<file path="src/rtl/cfg_serial_pkg.sv">
package cfg_serial_pkg;

    typedef enum logic [3:0] {
        ST_IDLE,
        ST_ADDR,
        ST_ADDR_ACK,
        ST_CMD,
        ST_CMD_ACK,
        ST_COUNT,
        ST_COUNT_ACK,
        ST_WDATA,
        ST_WDATA_ACK,
        ST_RDATA,
        ST_RDATA_ACK,
        ST_WAIT
    } link_state_t;

    // width of the register offset field in the command byte
    localparam int OFS_W = 5;

endpackage

</file>
<file path="src/rtl/cfg_serial_sync.sv">
module cfg_serial_sync #(
    parameter int STAGES = 2
) (
    input  logic clk,
    input  logic rst_n,
    input  logic scl_in,
    input  logic sda_in,
    output logic scl_s,
    output logic sda_s,
    output logic scl_rise,
    output logic scl_fall,
    output logic start_det,
    output logic stop_det
);

    logic [STAGES-1:0] scl_pipe;
    logic [STAGES-1:0] sda_pipe;
    logic              scl_d;
    logic              sda_d;

    // idle bus is high, so the pipes reset to ones
    always_ff @(posedge clk or negedge rst_n) begin
        if (!rst_n) begin
            scl_pipe <= '1;
            sda_pipe <= '1;
            scl_d    <= 1'b1;
            sda_d    <= 1'b1;
        end else begin
            scl_pipe <= {scl_pipe[STAGES-2:0], scl_in};
            sda_pipe <= {sda_pipe[STAGES-2:0], sda_in};
            scl_d    <= scl_pipe[STAGES-1];
            sda_d    <= sda_pipe[STAGES-1];
        end
    end

    assign scl_s     = scl_pipe[STAGES-1];
    assign sda_s     = sda_pipe[STAGES-1];
    assign scl_rise  = scl_s & ~scl_d;
    assign scl_fall  = ~scl_s & scl_d;
    assign start_det = scl_s & scl_d & sda_d & ~sda_s;
    assign stop_det  = scl_s & scl_d & ~sda_d & sda_s;

endmodule

</file>
<file path="src/rtl/cfg_serial_regs.sv">
module cfg_serial_regs
    import cfg_serial_pkg::*;
#(
    parameter int                   NREGS       = 8,
    parameter logic [NREGS*8-1:0]   RESET_IMAGE = {8'h00, {7{8'hFF}}},
    parameter int                   SKIP_REG    = 7,
    parameter int                   SKIP_BIT    = 0
) (
    input  logic               clk,
    input  logic               rst_n,
    input  logic               wr_en,
    input  logic [OFS_W-1:0]   wr_idx,
    input  logic [7:0]         wr_data,
    input  logic [OFS_W-1:0]   rd_idx,
    output logic [7:0]         rd_data,
    output logic               skip_count,
    output logic [NREGS*8-1:0] reg_image
);

    logic [7:0] bank_q [NREGS];

    generate
        for (genvar g = 0; g < NREGS; g++) begin : g_reg
            always_ff @(posedge clk or negedge rst_n) begin
                if (!rst_n) begin
                    bank_q[g] <= RESET_IMAGE[g*8 +: 8];
                end else if (wr_en && (int'(wr_idx) == g)) begin
                    bank_q[g] <= wr_data;
                end
            end
            assign reg_image[g*8 +: 8] = bank_q[g];
        end
    endgenerate

    // offsets past the bank read as zero
    always_comb begin
        rd_data = 8'h00;
        for (int k = 0; k < NREGS; k++) begin
            if (int'(rd_idx) == k) rd_data = bank_q[k];
        end
    end

    assign skip_count = bank_q[SKIP_REG][SKIP_BIT];

endmodule

</file>
<file path="src/rtl/cfg_serial_fsm.sv">
module cfg_serial_fsm
    import cfg_serial_pkg::*;
#(
    parameter logic [6:0] DEV_ADDR = 7'h69,
    parameter int         NREGS    = 8
) (
    input  logic             clk,
    input  logic             rst_n,
    input  logic             sda_s,
    input  logic             scl_rise,
    input  logic             scl_fall,
    input  logic             start_det,
    input  logic             stop_det,
    input  logic             skip_count,
    input  logic [7:0]       rd_data,
    output logic [OFS_W-1:0] rd_idx,
    output logic             wr_en,
    output logic [OFS_W-1:0] wr_idx,
    output logic [7:0]       wr_data,
    output logic             sda_pull,
    output link_state_t      state
);

    localparam logic [7:0]       COUNT_BYTE = 8'(NREGS);
    localparam logic [OFS_W-1:0] OFS_LAST   = '1;

    link_state_t      state_q, state_d;
    logic [2:0]       bit_q;
    logic             done_q;
    logic [7:0]       rx_q;
    logic [7:0]       tx_q;
    logic             is_rd_q;
    logic             blk_q;
    logic             got_ack_q;
    logic [OFS_W-1:0] ptr_q;

    logic byte_end, rx_phase, addr_hit, cmd_ok, wr_fire;
    logic [OFS_W-1:0] ptr_next;

    assign byte_end = scl_fall & done_q;
    assign rx_phase = (state_q == ST_ADDR) || (state_q == ST_CMD) ||
                      (state_q == ST_COUNT) || (state_q == ST_WDATA);
    assign addr_hit = (rx_q[7:1] == DEV_ADDR);
    assign cmd_ok   = (rx_q[6:5] == 2'b00);
    assign ptr_next = (ptr_q == OFS_LAST) ? ptr_q : ptr_q + 1'b1;
    assign wr_fire  = (state_q == ST_WDATA) && byte_end && !start_det && !stop_det;

    // next-state logic
    always_comb begin
        state_d = state_q;
        if (stop_det) begin
            state_d = ST_IDLE;
        end else if (start_det) begin
            state_d = ST_ADDR;
        end else begin
            unique case (state_q)
                ST_IDLE:      state_d = ST_IDLE;
                ST_WAIT:      state_d = ST_WAIT;
                ST_ADDR:      if (byte_end) state_d = addr_hit ? ST_ADDR_ACK : ST_WAIT;
                ST_ADDR_ACK:  if (scl_fall) state_d = is_rd_q ? ST_RDATA : ST_CMD;
                ST_CMD:       if (byte_end) state_d = cmd_ok ? ST_CMD_ACK : ST_WAIT;
                ST_CMD_ACK:   if (scl_fall) state_d = (!blk_q || skip_count) ? ST_WDATA : ST_COUNT;
                ST_COUNT:     if (byte_end) state_d = ST_COUNT_ACK;
                ST_COUNT_ACK: if (scl_fall) state_d = ST_WDATA;
                ST_WDATA:     if (byte_end) state_d = ST_WDATA_ACK;
                ST_WDATA_ACK: if (scl_fall) state_d = ST_WDATA;
                ST_RDATA:     if (byte_end) state_d = ST_RDATA_ACK;
                ST_RDATA_ACK: if (scl_fall) state_d = got_ack_q ? ST_RDATA : ST_WAIT;
                default:      state_d = ST_IDLE;
            endcase
        end
    end

    // state register
    always_ff @(posedge clk or negedge rst_n) begin
        if (!rst_n) state_q <= ST_IDLE;
        else        state_q <= state_d;
    end

    // shift, count and pointer datapath
    always_ff @(posedge clk or negedge rst_n) begin
        if (!rst_n) begin
            bit_q     <= '0;
            done_q    <= 1'b0;
            rx_q      <= '0;
            tx_q      <= '1;
            is_rd_q   <= 1'b0;
            blk_q     <= 1'b0;
            got_ack_q <= 1'b0;
            ptr_q     <= '0;
        end else begin
            if ((state_d != state_q) || start_det) begin
                bit_q  <= '0;
                done_q <= 1'b0;
            end else if (scl_rise && (rx_phase || (state_q == ST_RDATA))) begin
                bit_q  <= bit_q + 1'b1;
                done_q <= (bit_q == 3'd7);
            end
            if (scl_rise && rx_phase) rx_q <= {rx_q[6:0], sda_s};
            if ((state_q == ST_RDATA) && scl_fall && !done_q) tx_q <= {tx_q[6:0], 1'b0};
            if ((state_q == ST_RDATA_ACK) && scl_rise) got_ack_q <= !sda_s;
            if ((state_q == ST_ADDR) && (state_d == ST_ADDR_ACK)) is_rd_q <= rx_q[0];
            if ((state_q == ST_CMD) && (state_d == ST_CMD_ACK)) begin
                blk_q <= !rx_q[7];
                ptr_q <= rx_q[7] ? rx_q[OFS_W-1:0] : '0;
            end
            if (wr_fire) ptr_q <= ptr_next;
            if ((state_d == ST_RDATA) && (state_q != ST_RDATA)) begin
                if ((state_q == ST_ADDR_ACK) && blk_q) begin
                    tx_q <= COUNT_BYTE;
                end else begin
                    tx_q  <= rd_data;
                    ptr_q <= ptr_next;
                end
            end
        end
    end

    // outputs
    always_comb begin
        unique case (state_q)
            ST_ADDR_ACK, ST_CMD_ACK, ST_COUNT_ACK, ST_WDATA_ACK: sda_pull = 1'b1;
            ST_RDATA:                                            sda_pull = !tx_q[7];
            default:                                             sda_pull = 1'b0;
        endcase
    end

    assign rd_idx  = ptr_q;
    assign wr_en   = wr_fire;
    assign wr_idx  = ptr_q;
    assign wr_data = rx_q;
    assign state   = state_q;

endmodule

</file>
<file path="src/rtl/cfg_serial_slave.sv">
module cfg_serial_slave
    import cfg_serial_pkg::*;
#(
    parameter logic [6:0]         DEV_ADDR    = 7'h69,
    parameter int                 NREGS       = 8,
    parameter int                 SYNC_STAGES = 2,
    parameter logic [NREGS*8-1:0] RESET_IMAGE = {8'h00, {7{8'hFF}}},
    parameter int                 SKIP_REG    = 7,
    parameter int                 SKIP_BIT    = 0
) (
    input  logic               clk,
    input  logic               rst_n,
    input  logic               scl_in,
    input  logic               sda_in,
    output logic               sda_pull,
    output logic [NREGS*8-1:0] reg_image
);

    logic             scl_s, sda_s, scl_rise, scl_fall, start_det, stop_det;
    logic             skip_count, wr_en;
    logic [7:0]       rd_data, wr_data;
    logic [OFS_W-1:0] rd_idx, wr_idx;
    link_state_t      link_state;

    cfg_serial_sync #(.STAGES(SYNC_STAGES)) u_sync (
        .clk       (clk),
        .rst_n     (rst_n),
        .scl_in    (scl_in),
        .sda_in    (sda_in),
        .scl_s     (scl_s),
        .sda_s     (sda_s),
        .scl_rise  (scl_rise),
        .scl_fall  (scl_fall),
        .start_det (start_det),
        .stop_det  (stop_det)
    );

    cfg_serial_fsm #(.DEV_ADDR(DEV_ADDR), .NREGS(NREGS)) u_fsm (
        .clk        (clk),
        .rst_n      (rst_n),
        .sda_s      (sda_s),
        .scl_rise   (scl_rise),
        .scl_fall   (scl_fall),
        .start_det  (start_det),
        .stop_det   (stop_det),
        .skip_count (skip_count),
        .rd_data    (rd_data),
        .rd_idx     (rd_idx),
        .wr_en      (wr_en),
        .wr_idx     (wr_idx),
        .wr_data    (wr_data),
        .sda_pull   (sda_pull),
        .state      (link_state)
    );

    cfg_serial_regs #(
        .NREGS       (NREGS),
        .RESET_IMAGE (RESET_IMAGE),
        .SKIP_REG    (SKIP_REG),
        .SKIP_BIT    (SKIP_BIT)
    ) u_regs (
        .clk        (clk),
        .rst_n      (rst_n),
        .wr_en      (wr_en),
        .wr_idx     (wr_idx),
        .wr_data    (wr_data),
        .rd_idx     (rd_idx),
        .rd_data    (rd_data),
        .skip_count (skip_count),
        .reg_image  (reg_image)
    );

endmodule

</file>
<file path="config.mk">
export PLATFORM = sky130hd
export DESIGN_NAME = cfg_serial_slave
export DESIGN_NICKNAME = d
export VERILOG_FILES = /design/src/rtl/cfg_serial_pkg.sv /design/src/rtl/cfg_serial_sync.sv /design/src/rtl/cfg_serial_regs.sv /design/src/rtl/cfg_serial_fsm.sv /design/src/rtl/cfg_serial_slave.sv
export SDC_FILE = /design/constraint.sdc
export NUM_CORES = 1
export LEC_CHECK = 0
export BUFFER_PORTS_ARGS = -buffer_cell sky130_fd_sc_hd__buf_2
export CORE_UTILIZATION = 40
export DETAILED_ROUTE_END_ITERATION = 10
export PLACE_DENSITY = 0.69
export SKIP_LAST_GASP = 1
export SLEW_MARGIN = 10
export SYNTH_ARGS = -nofsm -noshare
export SYNTH_HDL_FRONTEND = slang
export SYNTH_SLANG_ARGS = --single-unit
</file>
<file path="constraint.sdc">
create_clock -name clk -period 3.1 [get_ports clk]
set_input_delay 0.62 -clock clk [delete_from_list [all_inputs] [get_ports clk]]
set_output_delay 0.62 -clock clk [all_outputs]
set_load 0.03 [all_outputs]
</file>
==> run metrics <==
Post-synth EDFFs 0; Synthesis Warnings 0; Leakage 2.79 nW; ranking of synthesized cells by area dfstp_2 (35%), mux2_2 (16%), dfrtp_1 (15%); initial core utilization 0.412; Ant. Diodes 0; clock slew at reported path FFs 0.07 ns; Setup TNS Final 0 ns; area post-placement 5740 um^2; startpoint types flop; initial antenna violation count 0; setup bufs post-CTS 0; crit path to u_fsm.rd_idx[4]$_DFF_PN0_; routing usage on met2 0.325; most frequent cells in the layout mux2_2 (74), dfstp_2 (70), buf_2 (67); area leader, netlist dfstp_2; CP arrival 3.03 ns; Buffers on Ports 68; Worst setup EP type flop; r2r worst-path depth 8; switching share of power 0.240; cts hold-fix bufs 0; Syn Nets 469; Critical R2R Launch u_fsm.wr_data[6]$_DFFE_PN0P_; Final Critical Period 2.80 ns; FFs w/ async S/R, synth 1.00; post-synthesis sequential area ratio 0.506; final hold violation count 0; 1st-iter DRT viols 250; CTS resizes 0; status complete, no violations; max_cap viols 0; final worst path period share 0.904; largest net degree at the start of global routing 57; Post-Synthesis Cell Area 5220 um^2; combinational power share 0.032; CTS H-tree lvls 3; Placement Setup Slack 0.347 ns; Reg-to-Reg End u_fsm.rd_idx[4]$_DFF_PN0_; Clock Skews 0.00864 ns; CTS tree done; slowest CP cell dfrtp_1; worst reg2reg setup slack 0.30 ns; RSZ-0062 raised after global routing no; Worst Hold Class primary input to asynchronous set/reset pin; gpl congestion 0.900; sequential share of power 0.554; Max FO, Critical Path 13; commonest non-fill, non-tap cell in the layout mux2_2; vias per inst 5.48; routed vias 3809; Pint 0.00197 W; top cell type's share of synthesized area 0.353; P_sw 0.000620 W; power share of the clock group 0.414; Worst slew margin 0.525; critical-path cell list or4b_1 > o22a_1 > o21ai_4 > o22ai_4 > and4_4 > a21bo_1 > mux2_4 > a2bb2oi_1; CP startpoint u_fsm.wr_data[6]$_DFFE_PN0P_; GR Layer Usage met1 0.278; Primary FF master, synth dfstp_2; fmax 0.357 GHz; Syn Inst Count 459; CP required 3.32 ns; core area 12700 um^2; total chip power 0.00259 W; Routed Wire Length 13100 um; gr usage total 0.204; DP HPWL 9340 um; total grt overflow 0; CP max stage delay 0.67 ns; Top Usage Layer GRT met2; DRT Pass-1 Iters 4; first-pass GRT wire length 20800 um; Layout area overhead 15.4%; Post-DRT Antenna Nets 0; clk_lat worst skew 0.34 ns; fin. max-slew vios 0; Max IR drop VDD 0.000214 V; share of cells above drive strength 1 0.480; CTS Buf Count 9; Power Density 430 nW/um^2; Layout Nets 528; Die Y 116 um; Slew @ Worst Pin 0.710 ns; Die ar. 13500 um^2; final instance area 6020 um^2; I/O pin cnt 69; root buf cell clkbuf_16; drt drc 0; Avg WL per Cell 18.8 um; vias in the first global route 3809; Die Span X 116 um; routing usage on met3 0.0337; post-synth cell types 64; Syn Area/Cell 11.4 um^2; # clock sinks 102; WS Path Type flop to flop; # rows 41; number of synthesized register bits 102; buffer levels on the longest clock path 2; Final Setup Violations 0; Final WS setup 0.298 ns
-- cells in the mapped netlist, types with 2 or more instances --
master    instances
mux2_2           74
dfstp_2          70
nand2_1          41
nor2_1           34
dfrtp_1          32
a21oi_1          25
clkbuf_1         24
mux2i_1          16
o21ai_0          11
nand3_1           9
nor2b_1           8
o22ai_1           7
buf_2             6
ha_1              6
a221o_1           5
and3_1            5
inv_1             5
nand3b_1          5
nor3_1            5
o211ai_1          5
o31ai_1           5
a31oi_1           4
nand2b_1          4
nand4_1           4
xor2_1            4
and2_1            3
xnor2_1           3
and3b_1           2
o22a_1            2
-- how the worst min path moves through the flow --
stage | endpoint | slack, ns | cells past startpoint
4_1_cts | u_regs.reg_image[57]$_DFFE_PN0P_ | 0.17 | 1
3_3_place_gp | u_sync.scl_pipe[1]$_DFF_PN1_ | 0.35 | 0
3_5_place_dp | u_sync.scl_pipe[1]$_DFF_PN1_ | 0.35 | 0
2_1_floorplan | u_fsm.bit_q[0]$_DFFE_PN0P_ | 0.32 | 0
6_report | u_regs.reg_image[57]$_DFFE_PN0P_ | 0.17 | 1
5_1_grt | u_regs.reg_image[57]$_DFFE_PN0P_ | 0.18 | 1
-- cell families after synthesis --
kind of cell / synth area share
AND/OR/NAND/NOR: 0.125
flip-flops: 0.506
multiplexers: 0.193
AO/OA/AOI/OAI: 0.119
buffers and inverters: 0.0302
XOR/XNOR: 0.0118
adder cells (fa/ha/maj): 0.0144
-- registers in the layout, indices dropped and copies added (netlist names) --
| register | count |
|---|---|
| u_fsm.bit_q | 3 |
| u_fsm.rd_idx | 5 |
| u_sync.sda_d | 1 |
| u_fsm.done_q | 1 |
| u_fsm.state | 4 |
| u_fsm.is_rd_q | 1 |
| u_fsm.blk_q | 1 |
| u_fsm.tx_q | 8 |
| u_fsm.wr_data | 8 |
| u_sync.scl_pipe | 2 |
| u_sync.scl_d | 1 |
| u_fsm.got_ack_q | 1 |
| u_sync.sda_pipe | 2 |
| u_regs.reg_image | 64 |
-- power by group through the flow --
stage                     clock network, W  logic (W)  registers (W)
after floorplan                          0  0.0000730        0.00140
after global placement                   0  0.0000815        0.00146
after detailed placement                 0  0.0000837        0.00146
after CTS                          0.00109  0.0000841        0.00143
after global routing               0.00116  0.0000924        0.00144
final                              0.00107  0.0000823        0.00143
-- critical path: cells and delay by family (launching register included) --
kind / cells / cell delay (ns)
DFF: 1 / 0.67
and+or+nand+nor: 2 / 0.69
muxes: 1 / 0.33
AOI/OAI and AO/OA: 5 / 0.98
-- stage by stage --
| stage | utilization | hold WS [ns] | std cells |
|---|---|---|---|
| after global routing | 0.475 | 0.181 | 695 |
| after floorplan | - | 0.324 | 459 |
| final | 0.475 | 0.171 | 695 |
| after detailed placement | 0.453 | 0.348 | 679 |
| after CTS | 0.475 | 0.168 | 695 |
| after global placement | 0.453 | 0.347 | 679 |
-- layout make-up --
type                            instances  area (um^2)
Timing Repair Buffer                   80          445
Clock buffer                           13          250
Sequential cell                       102         2640
Clock inverter                          3         28.8
Fill cell                            1173         6650
Tap cell                              172          215
Inverter                                5         18.8
Multi-Input combinational cell        320         2420
-- per-layer routing --
| metal | vias to the layer above | part of all wire |
|---|---|---|
| met1 | 1904 | 0.44 |
| li1 | 1772 | - |
| met3 | 19 | 0.056 |
| met4 | 0 | 0.020 |
| met2 | 114 | 0.48 |
| met5 | - | 0 |
No activity file was read; power rests on OpenSTA's default activity.
